`config.mk`:
```
export PLATFORM = sky130hd
export DESIGN_NAME = hub_cfg_loader
export DESIGN_NICKNAME = d
export VERILOG_FILES = /design/src/rtl/hub_cfg_pkg.sv /design/src/rtl/cfg_byte_reader.sv /design/src/rtl/cfg_image_decode.sv /design/src/rtl/cfg_strap_defaults.sv /design/src/rtl/hub_cfg_loader.sv
export SDC_FILE = /design/constraint.sdc
export NUM_CORES = 1
export LEC_CHECK = 0
export CAP_MARGIN = 5
export CORE_UTILIZATION = 31
export CTS_CLUSTER_SIZE = 8
export DETAILED_ROUTE_END_ITERATION = 7
export SKIP_CTS_REPAIR_TIMING = 1
export SYNTH_ARGS = -nofsm -noshare
export SYNTH_HDL_FRONTEND = slang
export SYNTH_SLANG_ARGS = --single-unit
```
`constraint.sdc`:
```
create_clock -name clk_i -period 5.51 [get_ports clk_i]
set_input_delay 0.8265 -clock clk_i [delete_from_list [all_inputs] [get_ports clk_i]]
set_output_delay 0.8265 -clock clk_i [all_outputs]
set_load 0.005 [all_outputs]
```
`src/rtl/hub_cfg_pkg.sv`:
```
package hub_cfg_pkg;
  localparam int NUM_PORTS = 4;
  localparam int CNT_W     = $clog2(NUM_PORTS + 1);
  localparam int SEL_W     = $clog2(NUM_PORTS);
  localparam int IMG_BYTES = 8;
  localparam int SKIP_IDX  = 5;

  localparam logic [15:0] DEF_VID   = 16'h04B4;
  localparam logic [15:0] DEF_PID   = 16'h6570;
  localparam logic [7:0]  DEF_POWER = 8'h32;

  typedef enum logic [1:0] {
    SRC_PRIMARY   = 2'd0,
    SRC_SECONDARY = 2'd1,
    SRC_STRAPS    = 2'd2
  } cfg_src_e;

  typedef struct packed {
    logic [15:0]          vid;
    logic [15:0]          pid;
    logic [NUM_PORTS-1:0] fixed;
    logic [CNT_W-1:0]     count;
    logic [8:0]           power;
    logic                 clamped;
  } hub_cfg_t;
endpackage

```
`src/rtl/cfg_byte_reader.sv`:
```
module cfg_byte_reader
  import hub_cfg_pkg::*;
#(
  parameter int TIMEOUT_CYCLES = 64,
  parameter int ADDR_W         = 8
) (
  input  logic                   clk_i,
  input  logic                   rst_ni,
  input  logic                   start_i,
  input  logic                   present_i,
  output logic                   req_o,
  output logic [ADDR_W-1:0]      addr_o,
  input  logic                   ack_i,
  input  logic [7:0]             data_i,
  output logic                   done_o,
  output logic                   ok_o,
  output logic [IMG_BYTES*8-1:0] img_o
);
  localparam int TMR_W = $clog2(TIMEOUT_CYCLES + 1);
  localparam int IDX_W = $clog2(IMG_BYTES);

  typedef enum logic [1:0] {RD_IDLE, RD_REQ, RD_END} rd_state_e;

  rd_state_e        state_q;
  logic [IDX_W-1:0] idx_q;
  logic [TMR_W-1:0] tmr_q;
  logic             ok_q;
  logic [7:0]       img_q [IMG_BYTES];

  always_ff @(posedge clk_i or negedge rst_ni) begin
    if (!rst_ni) begin
      state_q <= RD_IDLE;
      idx_q   <= '0;
      tmr_q   <= '0;
      ok_q    <= 1'b0;
    end else begin
      case (state_q)
        RD_IDLE: if (start_i) begin
          idx_q <= '0;
          tmr_q <= '0;
          ok_q  <= 1'b0;
          state_q <= present_i ? RD_REQ : RD_END;
        end
        RD_REQ: begin
          if (ack_i) begin
            tmr_q <= '0;
            if (idx_q == IDX_W'(IMG_BYTES - 1)) begin
              ok_q    <= 1'b1;
              state_q <= RD_END;
            end else begin
              idx_q <= idx_q + 1'b1;
            end
          end else if (tmr_q == TMR_W'(TIMEOUT_CYCLES - 1)) begin
            ok_q    <= 1'b0;
            state_q <= RD_END;
          end else begin
            tmr_q <= tmr_q + 1'b1;
          end
        end
        default: state_q <= RD_IDLE;
      endcase
    end
  end

  always_ff @(posedge clk_i) begin
    if (state_q == RD_REQ && ack_i) img_q[idx_q] <= data_i;
  end

  for (genvar b = 0; b < IMG_BYTES; b++) begin : g_flat
    assign img_o[b*8 +: 8] = img_q[b];
  end

  // byte 05h is reserved and never fetched
  assign addr_o = (idx_q < IDX_W'(SKIP_IDX)) ? ADDR_W'(idx_q) : ADDR_W'(idx_q) + 1'b1;
  assign req_o  = (state_q == RD_REQ);
  assign done_o = (state_q == RD_END);
  assign ok_o   = ok_q;

  AST_RD_TIMER_BOUND: assert property (@(posedge clk_i) disable iff (!rst_ni)
    req_o |-> (tmr_q < TMR_W'(TIMEOUT_CYCLES)));
  AST_RD_ABSENT_SKIP: assert property (@(posedge clk_i) disable iff (!rst_ni)
    (state_q == RD_IDLE && start_i && !present_i) |=> (!req_o && done_o && !ok_o));
  AST_RD_ADDR_HOLD: assert property (@(posedge clk_i) disable iff (!rst_ni)
    (req_o && !ack_i) |=> (!req_o || $stable(addr_o)));
endmodule

```
`src/rtl/cfg_image_decode.sv`:
```
module cfg_image_decode
  import hub_cfg_pkg::*;
(
  input  logic [IMG_BYTES*8-1:0] img_i,
  output logic                   valid_o,
  output hub_cfg_t               cfg_o
);
  logic [7:0] b [IMG_BYTES];
  logic [7:0] sum;
  logic       in_range;

  for (genvar i = 0; i < IMG_BYTES; i++) begin : g_split
    assign b[i] = img_i[i*8 +: 8];
  end

  assign sum      = b[0] + b[1] + b[2] + b[3] + 8'd1;
  assign valid_o  = (sum == b[4]);
  assign in_range = (b[6] >= 8'd1) && (b[6] <= 8'(NUM_PORTS));

  always_comb begin
    cfg_o.vid     = {b[1], b[0]};
    cfg_o.pid     = {b[3], b[2]};
    cfg_o.fixed   = b[5][NUM_PORTS:1];
    cfg_o.count   = in_range ? b[6][CNT_W-1:0] : CNT_W'(NUM_PORTS);
    cfg_o.clamped = !in_range;
    cfg_o.power   = {b[7], 1'b0};
  end
endmodule

```
`src/rtl/cfg_strap_defaults.sv`:
```
module cfg_strap_defaults
  import hub_cfg_pkg::*;
(
  input  logic                 reduced_i,
  input  logic [NUM_PORTS-1:0] fixed_i,
  input  logic [SEL_W-1:0]     count_i,
  output hub_cfg_t             cfg_o
);
  always_comb begin
    cfg_o.vid     = DEF_VID;
    cfg_o.pid     = DEF_PID;
    cfg_o.power   = {DEF_POWER, 1'b0};
    cfg_o.clamped = 1'b0;
    if (reduced_i) begin
      cfg_o.fixed = '0;
      cfg_o.count = CNT_W'(NUM_PORTS);
    end else begin
      cfg_o.fixed = fixed_i;
      cfg_o.count = CNT_W'(NUM_PORTS) - CNT_W'(count_i);
    end
  end
endmodule

```
`src/rtl/hub_cfg_loader.sv`:
```
module hub_cfg_loader
  import hub_cfg_pkg::*;
#(
  parameter int TIMEOUT_CYCLES = 64,
  parameter int ADDR_W         = 8
) (
  input  logic              clk_i,
  input  logic              rst_ni,
  input  logic              reduced_pin_i,
  input  logic [3:0]        strap_fixed_i,
  input  logic [1:0]        strap_count_i,
  input  logic              rom0_present_i,
  output logic              rom0_req_o,
  output logic [ADDR_W-1:0] rom0_addr_o,
  input  logic              rom0_ack_i,
  input  logic [7:0]        rom0_data_i,
  input  logic              rom1_present_i,
  output logic              rom1_req_o,
  output logic [ADDR_W-1:0] rom1_addr_o,
  input  logic              rom1_ack_i,
  input  logic [7:0]        rom1_data_i,
  output logic [15:0]       vid_o,
  output logic [15:0]       pid_o,
  output logic [3:0]        fixed_ports_o,
  output logic [2:0]        port_count_o,
  output logic [3:0]        active_ports_o,
  output logic [8:0]        max_power_o,
  output logic              count_clamped_o,
  output logic [1:0]        src_o,
  output logic              done_o
);
  localparam int NSRC = 2;

  typedef enum logic [2:0] {
    T_BOOT, T_P0_GO, T_P0_WAIT, T_P1_GO, T_P1_WAIT, T_FINISH
  } top_state_e;

  top_state_e             state_q;
  hub_cfg_t               cfg_q;
  cfg_src_e               src_q;
  logic                   done_q;

  logic [NSRC-1:0]        rd_start, rd_present, rd_req, rd_ack, rd_done, rd_ok, rd_valid;
  logic [ADDR_W-1:0]      rd_addr [NSRC];
  logic [7:0]             rd_data [NSRC];
  logic [IMG_BYTES*8-1:0] rd_img  [NSRC];
  hub_cfg_t               rd_cfg  [NSRC];
  hub_cfg_t               def_cfg;

  assign rd_present = {rom1_present_i, rom0_present_i};
  assign rd_ack     = {rom1_ack_i, rom0_ack_i};
  assign rd_data[0] = rom0_data_i;
  assign rd_data[1] = rom1_data_i;
  assign rd_start   = {state_q == T_P1_GO, state_q == T_P0_GO};

  for (genvar i = 0; i < NSRC; i++) begin : g_src
    cfg_byte_reader #(
      .TIMEOUT_CYCLES(TIMEOUT_CYCLES),
      .ADDR_W        (ADDR_W)
    ) u_reader (
      .clk_i    (clk_i),
      .rst_ni   (rst_ni),
      .start_i  (rd_start[i]),
      .present_i(rd_present[i]),
      .req_o    (rd_req[i]),
      .addr_o   (rd_addr[i]),
      .ack_i    (rd_ack[i]),
      .data_i   (rd_data[i]),
      .done_o   (rd_done[i]),
      .ok_o     (rd_ok[i]),
      .img_o    (rd_img[i])
    );
    cfg_image_decode u_decode (
      .img_i  (rd_img[i]),
      .valid_o(rd_valid[i]),
      .cfg_o  (rd_cfg[i])
    );
  end

  cfg_strap_defaults u_defaults (
    .reduced_i(reduced_pin_i),
    .fixed_i  (strap_fixed_i),
    .count_i  (strap_count_i),
    .cfg_o    (def_cfg)
  );

  always_ff @(posedge clk_i or negedge rst_ni) begin
    if (!rst_ni) begin
      state_q <= T_BOOT;
      cfg_q   <= '0;
      src_q   <= SRC_PRIMARY;
      done_q  <= 1'b0;
    end else begin
      case (state_q)
        T_BOOT:  state_q <= reduced_pin_i ? T_P1_GO : T_P0_GO;
        T_P0_GO: state_q <= T_P0_WAIT;
        T_P0_WAIT: if (rd_done[0]) begin
          if (rd_ok[0] && rd_valid[0]) begin
            cfg_q   <= rd_cfg[0];
            src_q   <= SRC_PRIMARY;
            done_q  <= 1'b1;
            state_q <= T_FINISH;
          end else begin
            state_q <= T_P1_GO;
          end
        end
        T_P1_GO: state_q <= T_P1_WAIT;
        T_P1_WAIT: if (rd_done[1]) begin
          if (rd_ok[1] && rd_valid[1]) begin
            cfg_q <= rd_cfg[1];
            src_q <= SRC_SECONDARY;
          end else begin
            cfg_q <= def_cfg;
            src_q <= SRC_STRAPS;
          end
          done_q  <= 1'b1;
          state_q <= T_FINISH;
        end
        default: state_q <= T_FINISH;
      endcase
    end
  end

  always_comb begin
    for (int k = 0; k < NUM_PORTS; k++) active_ports_o[k] = (CNT_W'(k) < cfg_q.count);
  end

  assign rom0_req_o      = rd_req[0];
  assign rom1_req_o      = rd_req[1];
  assign rom0_addr_o     = rd_addr[0];
  assign rom1_addr_o     = rd_addr[1];
  assign vid_o           = cfg_q.vid;
  assign pid_o           = cfg_q.pid;
  assign fixed_ports_o   = cfg_q.fixed;
  assign port_count_o    = cfg_q.count;
  assign max_power_o     = cfg_q.power;
  assign count_clamped_o = cfg_q.clamped;
  assign src_o           = src_q;
  assign done_o          = done_q;

  AST_DONE_HOLD: assert property (@(posedge clk_i) disable iff (!rst_ni)
    done_q |=> (done_q && $stable(cfg_q) && $stable(src_q)));
  AST_ONE_REQ: assert property (@(posedge clk_i) disable iff (!rst_ni)
    $onehot0(rd_req));
  AST_REDUCED_SKIP: assert property (@(posedge clk_i) disable iff (!rst_ni)
    reduced_pin_i |-> !rd_req[0]);
  AST_COUNT_LEGAL: assert property (@(posedge clk_i) disable iff (!rst_ni)
    done_q |-> (port_count_o >= 3'd1 && port_count_o <= 3'(NUM_PORTS)));
  AST_NO_REQ_AFTER_DONE: assert property (@(posedge clk_i) disable iff (!rst_ni)
    done_q |-> (rd_req == '0));
endmodule

```
## Word-level counts from Yosys, hierarchy flattened

Memory sizes are Yosys's and may differ from the RTL's.
Cells that the tools add are included.

| cells by class | value |
|---|---|
| $lt $le $gt $ge | 10 |
| add/sub/neg operators | 15 |
| muxes and demuxes | 66 |
| equal/unequal tests | 29 |
| reduce and logical (&&, ||, !) cells | 24 |

Operators with widths:

| kind | number |
|---|---|
| two-way mux 49 bit | 4 |
| one-hot mux 49 bit (2 select lines) | 1 |
| two-way mux 7 bit | 7 |
| adder 8 bit | 6 |
| two-way mux 3 bit | 11 |
| two-way mux 2 bit | 15 |
| one-hot mux 7 bit (2 select lines) | 2 |
| AND reduction 4 bit | 5 |
| adder 8 x 1 -> 8 bit, second input constant | 2 |
| equality test 8 bit | 2 |
| greater-or-equal comparator 8 x 1 -> 1 bit, second input constant | 2 |
| less-or-equal comparator 8 x 3 -> 1 bit, second input constant | 2 |
| two-way mux 8 bit | 2 |
| two-way mux 1 bit | 15 |
| one-hot mux 3 bit (5 select lines) | 1 |
| adder 7 x 1 -> 7 bit, second input constant | 2 |
| equality test 7 x 6 -> 1 bit, second input constant | 2 |
| != test 2 x 1 -> 1 bit, second input constant | 6 |
| one-hot mux 2 bit (2 select lines) | 3 |
| one-hot mux 3 bit (2 select lines) | 2 |
| AND reduction 3 bit | 4 |
| equality test 3 bit, second input constant | 3 |
| adder 3 x 1 -> 4 bit, second input constant | 2 |
| adder 3 x 1 -> 3 bit, second input constant | 2 |
| 19 further kinds | 41 |

| storage, ports and cells | value |
|---|---|
| output and inout bits | 74 |
| flip-flop bits (word level) | 81 |
| logic and storage cells | 163 |
| input port bits | 29 |
| memories kept | 2 |
| RAM bits | 128 |

Memory list:

| name | words | bits a word | rd ports | clocked after Yosys merged registers in | write ports | line | source |
|---|---|---|---|---|---|---|---|
| g_src[0].u_reader.img_q | 8 | 8 | 8 | 0 | 1 | cfg_byte_reader.sv:28 | `logic [7:0] img_q [IMG_BYTES];` |
| g_src[1].u_reader.img_q | 8 | 8 | 8 | 0 | 1 | cfg_byte_reader.sv:28 |  |

## Logic depth before layout (Yosys ltp)

An unclocked memory read counts as a cell.

| logic depth | value |
|---|---|
| word-level depth | 10 |
| gate-level depth with buffers | 16 |
| depth with buffers taken out | 14 |

## By module

From an unflattened synthesis, not the netlist that was laid out.

| second synthesis, totals | value |
|---|---|
| cells, all modules | 935 |
| area, all modules | 11667.4 um^2 |

Modules (own cells, without submodules):

| module | area an instance (um^2) | instances | sequential area each (um^2) | cells each |
|---|---|---|---|---|
| hub_cfg_loader | 3457.1 | 1 | 1376.3 | 302 |
| cfg_byte_reader at g_src[0].u_reader | 2842.7 | 1 | 2247.2 | 164 |
| cfg_byte_reader at g_src[1].u_reader | 2832.7 | 1 | 2247.2 | 165 |
| cfg_image_decode at g_src[0].u_decode | 1071.0 | 1 | 0.0 | 125 |
| cfg_image_decode at g_src[1].u_decode | 1062.3 | 1 | 0.0 | 125 |
| cfg_strap_defaults | 401.6 | 1 | 0.0 | 54 |

## Worst setup path before layout

OpenSTA, ideal clock, no wires.

| timing | value |
|---|---|
| path kind | register to register |
| start | memory g_src[0].u_reader.img_q[2][1] |
| end | register cfg_q (netlist bit count_clamped_o) |
| required time | 5.385 ns |
| buffers on the path | 1 |
| stages on the path, launching flop included | 14 |
| data arrival time | 3.905 ns |
| setup time | 0.125 ns |
| path slack | 1.480 ns |
| period minus slack after synthesis | 4.030 ns |
| cell sequence | edfxtp_1 fa_1 fa_1 ha_1 inv_1 fa_1 xnor2_1 nor4_1 nand3_1 a211oi_2 o2111ai_2 nand2_2 buf_2 mux2_2 |

RTL lines:

| element | line | source |
|---|---|---|
| start: declaration | cfg_byte_reader.sv:28 |  |
| end signal: assignment | hub_cfg_loader.sv:99 | `cfg_q <= rd_cfg[0];` |
| end signal: assignment | hub_cfg_loader.sv:110 | `cfg_q <= rd_cfg[1];` |
| end signal: assignment | hub_cfg_loader.sv:113 | `cfg_q <= def_cfg;` |
| end: declaration | hub_cfg_loader.sv:39 | `hub_cfg_t cfg_q;` |

==> metrics.md <==
| Metric | Value |
|---|---|
| HPWL Detailed | `17.2 mm` |
| Clock buffer depth | `2` |
| Slew margin rel. | `0.307` |
| Clock Latency Late Sink | `0.44 ns` |
| Most instantiated library cell after synthesis | `edfxtp_1` |
| R2R Path End | `pid_o[11]$_DFFE_PN0P_` |
| CTS tree | `done` |
| Reg area | `5610 um2` |
| CTS Buf Count | `17` |
| Layout Skew | `0.0138 ns` |
| Worst hold path class | `in -> async` |
| GRT met3 Usage | `0.0338` |
| Initial core utilization | `0.316` |
| Power Dens Cells | `418 nW/um2` |
| DRC | `0` |
| R2r worst-path depth | `12` |
| Met1 Track Usage GR | `0.213` |
| Htree depth | `4` |
| Synth cell count leaders | `edfxtp_1 (120), dfrtp_1 (80), nand2_1 (65), nor2_1 (61), inv_1 (42)` |
| Number of fill cells | `2834` |
| Port Buf Inserts | `93` |
| Mapped cell area | `9390 um2` |
| R2r setup slk | `about 0.82 ns` |
| Seq/Total Area, Yosys | `0.597` |
| TNS Setup | `0 ns` |
| Total Nets Final | `907` |
| Iter 0 DRT Violations | `between 400 and 500` |
| Post-synth EDFFs | `120` |
| GRT Max-Usage Layer | `met2` |
| Global-route usage over all layers | `0.158` |
| Main synth FF type | `edfxtp_1` |
| Worst-path clk slew | `~0.07 ns` |
| Worst-margin pin slew | `1.04 ns` |
| Share of cells above drive strength 1 | `0.0903` |
| Crit path max fanout | `28` |
| Tmin final | `4.69 ns` |
| Synthesis warning total | `0` |
| Die area | `31000 um2` |
| Syn Area/Cell | `12.8 um2` |
| Detailed Routing Iterations Pass 1 | `4` |
| Antenna violations before repair | `0` |
| Detailed-route vias per instance | `4.90` |
| Largest cells by area after synthesis | `edfxtp_1 (38%), dfrtp_1 (21%), fa_1 (6.0%), ha_1 (2.8%), nand2_1 (2.6%)` |
| Antenna Violating Nets Remaining | `0` |
| Clock sink count | `200` |
| Async SR Flop Fraction | `0.400` |
| WP data required | `roughly 5.8 ns` |
| Status | `completed` |
| Vias in the first global route | `around 6.2k` |
| Cell taking the most area after synthesis | `edfxtp_1` |
| Core Region | `roughly 30000 um2` |
| Synth-to-Final Area Change | `20.6%` |
| Max cap viols | `0` |
| Non-Filler Cell Area, Final | `11300 um2` |
| Vias | `6038` |
| I/O pin count | `103` |
| Synth Register Bits | `200` |
| Reg-to-reg startpoint | `g_src[0].u_reader.img_q[2][1]$_DFFE_PP_` |
| Crit path kind | `reg -> reg` |
| DIE HEIGHT | `176 um` |
| Row cnt | `63` |
| Routed WL per cell | `18.9 um` |
| Final WL | `23.3 mm` |
| CP endpoint kind | `register` |
| Total global routing overflow | `0` |
| Yosys top cell area share | `0.384` |
| Placed Instance Area | `10700 um2` |
| Post-Synthesis Cells | `735` |
| Chip Width | `176 um` |
| N_diodes | `0` |
| RePlAce Congestion | `0.786` |
| Max Fclk | `213 MHz` |
| Root Driver | `clkbuf_16` |
| Worst ir drop on vdd | `around 0.0002 V` |
| Slew Viols, Final | `0` |
| Largest net degree at the start of global routing | `59` |
| RSZ-0062 raised after global routing | `false` |
| Crit start category | `register` |
| First-pass GRT wire length | `about 36 mm` |
| Leakage power | `approximately 4.4 nW` |
| GRT met2 Usage | `0.251` |
| Final period util | `0.851` |
| Multi-input logic area | `3470 um2` |
| Worst EP arrival | `between 5 and 6 ns` |
| Final hold vios | `0` |
| Final setup fails | `0` |
| Post-synthesis cell type count | `64` |
-- cell usage in the layout, fill, tap and decap left out, types with 4 or more instances in the layout --
| cell | n |
|---|---|
| a21oi_1 | 31 |
| dfrtp_1 | 80 |
| o21a_1 | 5 |
| mux2i_1 | 5 |
| mux2_1 | 8 |
| nor3_1 | 13 |
| inv_1 | 42 |
| nand2_1 | 65 |
| nor2_1 | 61 |
| nand3b_1 | 4 |
| xor2_1 | 15 |
| xnor2_1 | 22 |
| a221oi_1 | 4 |
| clkdlybuf4s50_1 | 92 |
| buf_4 | 11 |
| nand3_1 | 13 |
| ha_1 | 21 |
| nand4_1 | 7 |
| nand2b_1 | 8 |
| o31ai_1 | 7 |
| edfxtp_1 | 120 |
| or3_1 | 6 |
| mux2_2 | 19 |
| fa_1 | 28 |
| o21ai_1 | 6 |
| a22o_1 | 5 |
| or2_2 | 5 |
| conb_1 | 9 |
| o2bb2ai_1 | 15 |
| clkbuf_16 | 21 |
| o21ai_0 | 30 |
-- registers in the layout, summed over array words and instances, names as in the netlist --
name / count
g_src.u_reader.idx_q: 6
done_o: 1
g_src.u_reader.tmr_q: 14
port_count_o: 3
vid_o: 16
g_src.u_reader.img_q: 120
pid_o: 16
g_src.u_reader.state_q: 4
state_q: 3
g_src.u_reader.ok_o: 2
count_clamped_o: 1
max_power_o: 8
fixed_ports_o: 4
src_o: 2
-- power by group --
part           switching, mW  internal [mW]
registers              0.243           1.84
logic                  0.660          0.734
clock network          0.550          0.712
-- final cells by class --
class                   count  share of cell area
flip-flops and latches    200               0.495
multi-input cells         465               0.306
repair buffers            103              0.0886
clock buffers              25              0.0495
well taps                 390              0.0431
inverters                  42              0.0139
clock inverters             7             0.00409
-- metrics by stage --
| stage | instances | total power, mW | hold slack [ns] | util | setup WS (ns) |
|---|---|---|---|---|---|
| 2_1_floorplan | 743 | 2.81 | 0.448 | - | 1.48 |
| 3_3_place_gp | 1200 | 3.49 | 0.470 | 0.361 | 0.923 |
| 3_5_place_dp | 1200 | 3.51 | 0.459 | 0.361 | 0.851 |
| 4_1_cts | 1232 | 4.77 | 0.276 | 0.381 | 0.818 |
| 5_1_grt | 1232 | 5.01 | 0.281 | 0.381 | 0.569 |
| 6_report | 1232 | 4.74 | 0.275 | 0.381 | 0.819 |
-- logic make-up after synthesis --
kind of cell	count (synthesis)	synth area share
multiplexers	33	0.0393
AND/OR/NAND/NOR	201	0.0988
other	1	0.000399
AO/OA/AOI/OAI	132	0.0968
buffers and inverters	78	0.0374
flip-flops	200	0.597
XOR/XNOR	41	0.0428
adder cells (fa/ha/maj)	49	0.0877
-- worst max-delay path by stage --
stage | slack (ns) | cells after the start | from | to
2_1_floorplan | 1.48 | 13 | g_src[0].u_reader.img_q[2][1]$_DFFE_PP_ | count_clamped_o$_DFFE_PN0P_
3_3_place_gp | 0.92 | 12 | g_src[0].u_reader.img_q[2][1]$_DFFE_PP_ | pid_o[9]$_DFFE_PN0P_
3_5_place_dp | 0.85 | 12 | g_src[0].u_reader.img_q[2][1]$_DFFE_PP_ | pid_o[9]$_DFFE_PN0P_
4_1_cts | 0.82 | 12 | g_src[0].u_reader.img_q[2][1]$_DFFE_PP_ | pid_o[9]$_DFFE_PN0P_
5_1_grt | 0.57 | 12 | g_src[0].u_reader.img_q[2][1]$_DFFE_PP_ | vid_o[1]$_DFFE_PN0P_
6_report | 0.82 | 12 | g_src[0].u_reader.img_q[2][1]$_DFFE_PP_ | pid_o[11]$_DFFE_PN0P_
-- per-layer routing --
layer | part of all wire | vias up
li1 | - | 2779
met1 | 0.45 | 3069
met2 | 0.47 | 161
met3 | 0.051 | 29
met4 | 0.020 | 0
met5 | 0 | -
-- critical path, stage by stage, from the launching register on --
cell,delay [ns]
edfxtp_1,0.42
fa_1,0.58
fa_1,0.43
ha_1,0.23
inv_1,0.07
fa_1,0.41
xnor2_1,0.14
nor4_1,0.35
nand3_1,0.14
a211oi_2,0.33
o2111ai_2,0.36
nand2_2,0.67
mux2_2,0.41
(Power assumes the default switching activity.)
